===== src/rtl/ser_ctrl_pkg.sv =====
package ser_ctrl_pkg;

    // Receiver states; the all-zero encoding is the post-reset state.
    typedef enum logic [1:0] {
        RX_INIT = 2'd0,
        RX_ADDR = 2'd1,
        RX_DATA = 2'd2,
        RX_HOLD = 2'd3
    } rx_state_e;

endpackage


===== src/rtl/ser_ctrl_sync.sv =====
module ser_ctrl_sync #(
    parameter int W      = 3,
    parameter int STAGES = 2
) (
    input  logic         clk,
    input  logic         rst,
    input  logic [W-1:0] din,
    output logic [W-1:0] dout
);

    typedef struct packed {
        logic [STAGES-1:0][W-1:0] pipe;
    } sync_t;

    sync_t s_d, s_q;

    always_comb begin
        s_d         = s_q;
        s_d.pipe[0] = din;
        for (int i = 1; i < STAGES; i++) begin
            s_d.pipe[i] = s_q.pipe[i-1];
        end
    end

    always_ff @(posedge clk) begin
        if (rst) begin
            s_q <= '0;
        end else begin
            s_q <= s_d;
        end
    end

    assign dout = s_q.pipe[STAGES-1];

endmodule


===== src/rtl/ser_ctrl_framer.sv =====
module ser_ctrl_framer
    import ser_ctrl_pkg::*;
#(
    parameter int BYTE_W    = 8,
    parameter int NUM_REGS  = 3,
    parameter int BASE_ADDR = 240,
    parameter int IDX_W     = 2
) (
    input  logic              clk,
    input  logic              rst,
    input  logic              sclk_s,
    input  logic              sdata_s,
    input  logic              vsync_s,
    output logic              wr_en,
    output logic [IDX_W-1:0]  wr_idx,
    output logic [BYTE_W-1:0] wr_data,
    output logic              load_en
);

    localparam int                CNT_W  = $clog2(BYTE_W);
    localparam logic [CNT_W-1:0]  LAST   = CNT_W'(BYTE_W - 1);
    localparam logic [BYTE_W-1:0] BASE_V = BYTE_W'(BASE_ADDR);
    localparam logic [BYTE_W-1:0] NUM_V  = BYTE_W'(NUM_REGS);

    typedef struct packed {
        rx_state_e          state;
        logic [CNT_W-1:0]   cnt;
        logic [BYTE_W-1:0]  shift;
        logic               hit;
        logic [IDX_W-1:0]   idx;
        logic               sclk_prev;
    } framer_t;

    framer_t f_d, f_q;

    logic              rise;
    logic              last_bit;
    logic [BYTE_W-1:0] word;
    logic [BYTE_W-1:0] offset;

    always_comb begin
        rise     = sclk_s & ~f_q.sclk_prev;
        last_bit = (f_q.cnt == LAST);
        // new bit enters at the top, so the first bit ends up at bit 0
        word     = {sdata_s, f_q.shift[BYTE_W-1:1]};
        offset   = word - BASE_V;

        f_d           = f_q;
        f_d.sclk_prev = sclk_s;
        wr_en         = 1'b0;
        load_en       = 1'b0;

        if (vsync_s) begin
            f_d.state = RX_HOLD;
            f_d.cnt   = '0;
            f_d.hit   = 1'b0;
        end else begin
            unique case (f_q.state)
                RX_HOLD: begin
                    load_en   = 1'b1;
                    f_d.state = RX_INIT;
                end
                RX_INIT, RX_ADDR: begin
                    if (rise) begin
                        f_d.shift = word;
                        if (last_bit) begin
                            f_d.cnt   = '0;
                            f_d.state = RX_DATA;
                            f_d.hit   = (offset < NUM_V);
                            f_d.idx   = offset[IDX_W-1:0];
                        end else begin
                            f_d.cnt   = f_q.cnt + CNT_W'(1);
                            f_d.state = RX_ADDR;
                        end
                    end
                end
                RX_DATA: begin
                    if (rise) begin
                        f_d.shift = word;
                        if (last_bit) begin
                            wr_en     = f_q.hit;
                            f_d.cnt   = '0;
                            f_d.hit   = 1'b0;
                            f_d.state = RX_ADDR;
                        end else begin
                            f_d.cnt   = f_q.cnt + CNT_W'(1);
                        end
                    end
                end
                default: f_d.state = RX_INIT;
            endcase
        end
    end

    always_ff @(posedge clk) begin
        if (rst) begin
            f_q <= '0;
        end else begin
            f_q <= f_d;
        end
    end

    assign wr_idx  = f_q.idx;
    assign wr_data = word;

    // a high sync level leaves the receiver idle with an empty count
    p_abort_clears_r6: assert property (@(posedge clk) disable iff (rst)
        vsync_s |=> (f_q.state == RX_HOLD && f_q.cnt == '0));

    // a falling sync level is only ever seen from the hold state
    p_release_from_hold_r7: assert property (@(posedge clk) disable iff (rst)
        $fell(vsync_s) |-> (f_q.state == RX_HOLD));

    // a stored value returns the receiver to address bit 0
    p_frame_wraps_r5: assert property (@(posedge clk) disable iff (rst)
        wr_en |=> (f_q.state == RX_ADDR && f_q.cnt == '0));

    // writes only reach existing slots
    p_write_in_range_r4: assert property (@(posedge clk) disable iff (rst)
        wr_en |-> (int'(wr_idx) < NUM_REGS));

    // no write is issued while the sync level holds the receiver
    p_hold_no_write_r8: assert property (@(posedge clk) disable iff (rst)
        (f_q.state == RX_HOLD) |-> !wr_en);

endmodule


===== src/rtl/ser_ctrl_bank.sv =====
module ser_ctrl_bank #(
    parameter int BYTE_W   = 8,
    parameter int NUM_REGS = 3,
    parameter int IDX_W    = 2
) (
    input  logic                       clk,
    input  logic                       rst,
    input  logic                       wr_en,
    input  logic [IDX_W-1:0]           wr_idx,
    input  logic [BYTE_W-1:0]          wr_data,
    input  logic                       load_en,
    output logic [NUM_REGS*BYTE_W-1:0] active_o
);

    typedef struct packed {
        logic [NUM_REGS-1:0][BYTE_W-1:0] shadow;
        logic [NUM_REGS-1:0][BYTE_W-1:0] active;
    } bank_t;

    bank_t b_d, b_q;

    logic [NUM_REGS-1:0] sel;

    for (genvar g = 0; g < NUM_REGS; g++) begin : g_sel
        assign sel[g] = wr_en && (wr_idx == IDX_W'(g));
    end

    always_comb begin
        b_d = b_q;
        for (int i = 0; i < NUM_REGS; i++) begin
            if (sel[i]) begin
                b_d.shadow[i] = wr_data;
            end
        end
        if (load_en) begin
            b_d.active = b_q.shadow;
        end
    end

    always_ff @(posedge clk) begin
        if (rst) begin
            b_q <= '0;
        end else begin
            b_q <= b_d;
        end
    end

    assign active_o = b_q.active;

    // outputs move only on a load strobe
    p_active_hold_r3: assert property (@(posedge clk) disable iff (rst)
        !load_en |=> $stable(b_q.active));

    // a load copies every slot of the shadow bank at once
    p_active_copy_r7: assert property (@(posedge clk) disable iff (rst)
        load_en |=> (b_q.active == $past(b_q.shadow)));

    // at most one slot is written per cycle
    p_one_slot_r11: assert property (@(posedge clk) disable iff (rst)
        $onehot0(sel));

    // shadows persist when no write is issued
    p_shadow_keep_r11: assert property (@(posedge clk) disable iff (rst)
        !wr_en |=> $stable(b_q.shadow));

endmodule


===== src/rtl/ser_ctrl_loader.sv =====
module ser_ctrl_loader #(
    parameter int BYTE_W      = 8,
    parameter int NUM_REGS    = 3,
    parameter int BASE_ADDR   = 240,
    parameter int SYNC_STAGES = 2,
    parameter int CORE_W      = 2
) (
    input  logic                       clk,
    input  logic                       rst,
    input  logic                       ser_clk_i,
    input  logic                       ser_dat_i,
    input  logic                       vsync_i,
    output logic [NUM_REGS*BYTE_W-1:0] ctrl_regs_o,
    output logic [BYTE_W-1:0]          compress_o,
    output logic [CORE_W-1:0]          coring_o
);

    localparam int IDX_W = (NUM_REGS > 1) ? $clog2(NUM_REGS) : 1;

    logic [2:0]        sync_out;
    logic              wr_en;
    logic [IDX_W-1:0]  wr_idx;
    logic [BYTE_W-1:0] wr_data;
    logic              load_en;

    ser_ctrl_sync #(
        .W      (3),
        .STAGES (SYNC_STAGES)
    ) sync_i (
        .clk  (clk),
        .rst  (rst),
        .din  ({vsync_i, ser_dat_i, ser_clk_i}),
        .dout (sync_out)
    );

    ser_ctrl_framer #(
        .BYTE_W    (BYTE_W),
        .NUM_REGS  (NUM_REGS),
        .BASE_ADDR (BASE_ADDR),
        .IDX_W     (IDX_W)
    ) framer_i (
        .clk     (clk),
        .rst     (rst),
        .sclk_s  (sync_out[0]),
        .sdata_s (sync_out[1]),
        .vsync_s (sync_out[2]),
        .wr_en   (wr_en),
        .wr_idx  (wr_idx),
        .wr_data (wr_data),
        .load_en (load_en)
    );

    ser_ctrl_bank #(
        .BYTE_W   (BYTE_W),
        .NUM_REGS (NUM_REGS),
        .IDX_W    (IDX_W)
    ) bank_i (
        .clk      (clk),
        .rst      (rst),
        .wr_en    (wr_en),
        .wr_idx   (wr_idx),
        .wr_data  (wr_data),
        .load_en  (load_en),
        .active_o (ctrl_regs_o)
    );

    assign compress_o = ctrl_regs_o[BYTE_W-1:0];
    assign coring_o   = ctrl_regs_o[BYTE_W +: CORE_W];

endmodule


===== config.mk =====
export PLATFORM = sky130hd
export DESIGN_NAME = ser_ctrl_loader
export DESIGN_NICKNAME = d
export VERILOG_FILES = /design/src/rtl/ser_ctrl_pkg.sv /design/src/rtl/ser_ctrl_sync.sv /design/src/rtl/ser_ctrl_framer.sv /design/src/rtl/ser_ctrl_bank.sv /design/src/rtl/ser_ctrl_loader.sv
export SDC_FILE = /design/constraint.sdc
export NUM_CORES = 1
export LEC_CHECK = 0
export CAP_MARGIN = 20
export CORE_ASPECT_RATIO = 1.5
export CORE_UTILIZATION = 59
export CTS_CLUSTER_DIAMETER = 30
export DETAILED_ROUTE_END_ITERATION = 10
export PLACE_DENSITY_LB_ADDON = 0.15
export SYNTH_ARGS = -nofsm -noshare
export SYNTH_HDL_FRONTEND = slang
export SYNTH_HIERARCHICAL = 1
export SYNTH_SLANG_ARGS = --single-unit

===== constraint.sdc =====
create_clock -name clk -period 4.3 [get_ports clk]
set_clock_uncertainty 0.05 [all_clocks]
set_input_delay 0.86 -clock clk [delete_from_list [all_inputs] [get_ports clk]]
set_output_delay 0.86 -clock clk [all_outputs]
set_load 0.01 [all_outputs]

==> flow_summary.json, run 1 <==
{
  "place.gp.congestion": 0.744,
  "maxCapViolCount": 0,
  "reg2reg_slack_ns": 1.82,
  "ir_worst_vdd_uv": 370,
  "antennaDiodeCount": 0,
  "netlist_instances": 307,
  "io-pin-count": 39,
  "timing.rr.start": "framer_i/f_q[12]",
  "ys_types": 32,
  "num_rows": 31,
  "grt_pass1_wl_um": 8330,
  "dp_hpwl_um": 3450,
  "drc": 0,
  "min_path_type": "reg -> reg",
  "ant_nets": 0,
  "clock-root-buffer": "clkbuf_8",
  "hold_start": "sync_i/s_d[5]",
  "timing.fmax_ghz": 0.404,
  "cts.path.max_buffers": 2,
  "drive_above_1_share": 0.0795,
  "track_usage": 0.202,
  "setup_viol": 0,
  "final_nets": 305,
  "drtIter0Drc": 64,
  "design_area_um2": 3370,
  "dr_total_vias": 1903,
  "ys_warn_count": 6,
  "dp_slack_ns": 1.84,
  "worstSetupStartpoint": "framer_i/f_q[12]",
  "ys_top_cells_by_count": "dfxtp_1 (70), mux2i_1 (50), buf_4 (46), nand2b_1 (43), nor2_1 (25)",
  "port_buffers": 38,
  "max_stage_delay_ns": 0.57,
  "yosysMostFrequentCell": "dfxtp_1",
  "die_h_um": 90.6,
  "ctsHoldBuffers": 0,
  "worst_slack_ns": 1.82,
  "worst_slew_pin_slew_ns": 0.561,
  "synth-seq-cells": 70,
  "yosysTopAreaCell": "dfxtp_1",
  "synth_edf_count": 0,
  "power_density_nw_per_um2": 376,
  "grt_max_degree": 78,
  "postLayoutCoreUtil": 0.685,
  "first_global_vias": 1825,
  "multi_input_area_um2": 1260,
  "holdWs_ns": 0.391,
  "critPathTopFamily": "simple AND/OR/NAND/NOR gates",
  "hold_viol": 0,
  "worstPathRequired_ns": 4.50,
  "cp_cell_sequence": "ha_1 -> ha_1 -> nand3b_1 -> nor4bb_1 -> nand3b_1 -> mux2i_1",
  "fillers": 398,
  "dp.cells": 352,
  "path_clk_slew_ns": 0.07,
  "die_area_um2": 5530,
  "core-area_um2": 4930,
  "setup_tns_ns": 0,
  "start_kind": "flip-flop",
  "outcome": "finished clean",
  "initial_utilization": 0.626,
  "crit_fanout": 8,
  "antenna_found_initial": 0,
  "cp_num_buf_inv": 0,
  "avgRoutedWirePerCell_um": 13.5,
  "p_total_mw": 1.27,
  "rsz0062_at_grt": "false",
  "cts_resized": 0,
  "final_cells": 368,
  "htreeDepth": 3,
  "clock_latency_ns": 0.34,
  "slew_viol_final": 0,
  "cts_sinks": 70,
  "ys_seq_area_frac": 0.454,
  "grt_overflow": 0,
  "cp-end-kind": "flip-flop",
  "place_area_um2": 3130,
  "fin_crit_sh": 0.576,
  "path_class": "reg -> reg",
  "synth_async_sr_flop_share": 0,
  "area_delta_synth_final_pct": 9.37,
  "arrival_ns": 2.68,
  "synth_area_um2": 3090,
  "synth_flop_cell": "dfxtp_1",
  "p_leak_nw": 1.24,
  "avgViaCountPerCell": 5.17,
  "seqCellArea_um2": 1400,
  "die_w_um": 61.0,
  "dr.pass1.iters": 4,
  "cts_made_buffers": 9,
  "synth_area_leaders": "dfxtp_1 (45%), mux2i_1 (16%), buf_4 (11%)",
  "slowest_stage": "nor4bb_1",
  "syn_area_per_cell_um2": 10.1,
  "synth_top_area_frac": 0.454,
  "post_cts_buffers": 0,
  "slew_headroom": 0.621,
  "wl_um": 4970,
  "period_minus_slack_ns": 2.48,
  "tritoncts": "built",
  "syn_nets": 314
}
-- registers in the layout (all words and copies together) (netlist names) --
signal            flops
bank_i/active_o      24
bank_i/b_q           24
framer_i/f_q          7
framer_i/wr_data      7
framer_i/wr_idx       2
sync_i/dout           3
sync_i/s_d            3
-- path summary, 6_finish.rpt --
path	endpoint	cells past startpoint
max	bank_i/b_q[42]	6
min	sync_i/dout[2]	1
max reg2reg	bank_i/b_q[42]	6
min reg2reg	sync_i/dout[2]	1
-- routing by layer --
layer	GRT usage	vias to the layer above	share of wire
li1	-	969	-
met1	0.239	874	0.44
met2	0.323	46	0.50
met3	0.0430	14	0.029
met4	0.119	0	0.030
met5	0	-	0
-- logic make-up (layout without fill, tap and decap cells) --
logic type / count (synthesis) / after routing / synth area share
buffers and inverters: 61 / 56 / 0.137
and+or+nand+nor: 104 / 104 / 0.203
muxes: 50 / 50 / 0.162
AOI/OAI and AO/OA: 20 / 20 / 0.0353
DFF: 70 / 70 / 0.454
adders and majority gates: 2 / 2 / 0.00811
-- placed cells by master (no fill, tap or decap), drive strengths merged, types with 3 or more instances in the layout --
| cell | instances |
|---|---|
| dfxtp | 70 |
| mux2i | 50 |
| nand2b | 43 |
| clkdlybuf4s50 | 37 |
| nor2 | 25 |
| clkbuf | 11 |
| o21ai | 11 |
| nor2b | 9 |
| or4 | 8 |
| a21oi | 5 |
| nand3b | 3 |
| nand2 | 3 |
| buf | 3 |
-- final cells by class --
class	count	share of cell area
clock buffer	11	0.0449
tap	66	0.0245
inverter	1	0.00111
multi-input combinational	176	0.374
timing repair buffer	40	0.119
clock inverter	4	0.0208
sequential	70	0.415
-- report_power, final --
group / internal [mW] / switching (mW) / leakage, nW / total [mW]
Clock: 0.353 / 0.224 / 0.115 / 0.577
Sequential: 0.653 / 0.00458 / 0.565 / 0.658
Combinational: 0.0166 / 0.0171 / 0.559 / 0.0337
Note: power is estimated with default switching activity, not from simulation.
==> inputs of run 2 (changes only) <==
--- a/config.mk
+++ b/config.mk
@@ -7,7 +7,7 @@
 export LEC_CHECK = 0
 export CAP_MARGIN = 20
 export CORE_ASPECT_RATIO = 1.5
-export CORE_UTILIZATION = 59
+export CORE_UTILIZATION = 49
 export CTS_CLUSTER_DIAMETER = 30
 export DETAILED_ROUTE_END_ITERATION = 10
 export PLACE_DENSITY_LB_ADDON = 0.15
==> constraint.sdc (replaced) <==
create_clock -name clk -period 2 [get_ports clk]
set_clock_uncertainty 0.05 [all_clocks]
set_input_delay 0.4 -clock clk [delete_from_list [all_inputs] [get_ports clk]]
set_output_delay 0.4 -clock clk [all_outputs]
set_load 0.01 [all_outputs]
==> run 2 against run 1 <==
Die area up 20%. Clock power rose to 2.7 times the previous value. Core utilization down 11 points. Critical path depth up 1. Count of clock-buffer cells in the layout unchanged.
==> flow_summary.json, run 2 (same netlist as run 1, synthesis figures left out) <==
{
  "outcome": "finished clean",
  "met2_usage": 0.280,
  "dr_total_vias": 1945,
  "worst_slew_pin_slew_ns": 0.407,
  "cts_made_buffers": 9,
  "grt_overflow": 0,
  "dp_slack_ns": 0.0315,
  "setup_viol": 0,
  "num_rows": 35,
  "path_class": "reg -> reg",
  "ctsHoldBuffers": 0,
  "clock_latency_ns": 0.34,
  "ir_worst_vdd_uv": 716,
  "rsz0062_at_grt": "false",
  "port_buffers": 38,
  "slew_viol_final": 0,
  "avgRoutedWirePerCell_um": 13.3,
  "maxCapViolCount": 0,
  "grt_max_degree": 43,
  "p_leak_nw": 1.30,
  "core-area_um2": 6130,
  "ant_nets": 0,
  "avgViaCountPerCell": 5.05,
  "tritoncts": "built",
  "cts.path.max_buffers": 2,
  "wl_um": 5120,
  "htreeDepth": 3,
  "dr.pass1.iters": 4,
  "drive_above_1_share": 0.125,
  "timing.fmax_ghz": 0.540,
  "setup_tns_ns": 0,
  "fillers": 544,
  "path_clk_slew_ns": 0.08,
  "track_usage": 0.173,
  "period_minus_slack_ns": 1.85,
  "area_delta_synth_final_pct": 14.3,
  "holdWs_ns": 0.364,
  "layout_commonest_cell": "dfxtp_1",
  "grt_pass1_wl_um": 8480,
  "crit_fanout": 6,
  "start_kind": "flip-flop",
  "place.gp.congestion": 0.840,
  "antenna_found_initial": 0,
  "antennaDiodeCount": 0,
  "fin_crit_sh": 0.925,
  "drtIter0Drc": 102,
  "drc": 0,
  "die_h_um": 99.2,
  "clock-root-buffer": "clkbuf_8",
  "cts_sinks": 70,
  "grt-busiest-layer": "met2",
  "die_w_um": 66.8,
  "io-pin-count": 39,
  "hold_viol": 0,
  "worst_slack_ns": 0.150,
  "slew_headroom": 0.726,
  "grt_use_met1": 0.200,
  "worstPathRequired_ns": 2.23,
  "first_global_vias": 1807,
  "dp_hpwl_um": 3570,
  "initial_utilization": 0.503,
  "die_area_um2": 6620,
  "power_density_nw_per_um2": 861,
  "final_nets": 313,
  "final_cell_mix": "dfxtp_1 (68), mux2i_1 (50), nand2b_1 (43)",
  "grt_util_met3": 0.0585,
  "cp-end-kind": "flip-flop",
  "min_path_type": "in -> reg",
  "arrival_ns": 2.08
}
## run 2: worst paths after layout
kind / end / start / depth (start not counted) / slack [ns]
worst max register to register: bank_i/b_q[37] / framer_i/f_q[13] / 7 / 0.15
worst min-delay path: bank_i/active_o[19] / rst / 2 / 0.36
worst min register to register: sync_i/dout[2] / sync_i/s_d[5] / 1 / 0.39
worst max-delay path: bank_i/b_q[37] / framer_i/f_q[13] / 7 / 0.15
## run 2: layout make-up
type	instances	area (um^2)	share of cell area
clock buffers	11	151	0.0429
clock inverters	5	129	0.0365
inverters	1	3.75	0.00106
multi-input cells	176	1300	0.368
flip-flops and latches	70	1400	0.398
well taps	74	92.6	0.0263
repair buffers	48	450	0.128
## run 2: metal layers
metal	vias to the layer above	part of all wire
met5	-	0
met4	0	0.021
met3	11	0.033
met2	44	0.50
met1	903	0.45
li1	987	-
## run 2: per-stage QoR
stage	utilization	instances	power (mW)	area, um^2
after floorplan	-	307	1.50	3120
after global placement	0.528	368	1.52	3240
after detailed placement	0.528	368	1.52	3240
after CTS	0.574	384	3.06	3520
after global routing	0.575	385	3.14	3530
final	0.575	385	3.04	3530
## run 2: timing repair
| item | 4_1_cts | 5_1_grt |
|---|---|---|
| buffers inserted | 0 | 1 |
| endpoints found under the hold margin | 0 | 0 |
| setup endpoints to repair | 0 | 11 |
| gates resized for setup | 0 | 1 |
## run 2: critical path: stages (launching register included)
cell and delay, ns:
dfxtp_2 0.35, ha_4 0.15, ha_4 0.12, nand3b_1 0.11
nor4bb_2 0.31, buf_4 0.17, and3b_2 0.32, mux2i_1 0.21
## run 2: report_power, final
group / switching, mW / internal (mW)
sequential: 0.00755 / 1.40
combinational: 0.0407 / 0.0362
clock: 0.523 / 1.02
==> inputs of run 3 (changes only) <==
--- a/config.mk
+++ b/config.mk
@@ -10,7 +10,9 @@
 export CORE_UTILIZATION = 49
 export CTS_CLUSTER_DIAMETER = 30
 export DETAILED_ROUTE_END_ITERATION = 10
+export GPL_ROUTABILITY_DRIVEN = 0
 export PLACE_DENSITY_LB_ADDON = 0.15
+export SLEW_MARGIN = 10
 export SYNTH_ARGS = -nofsm -noshare
 export SYNTH_HDL_FRONTEND = slang
 export SYNTH_HIERARCHICAL = 1
==> results of run 3 <==
No change in the layout: final DEF, timing and power equal those of run 2.
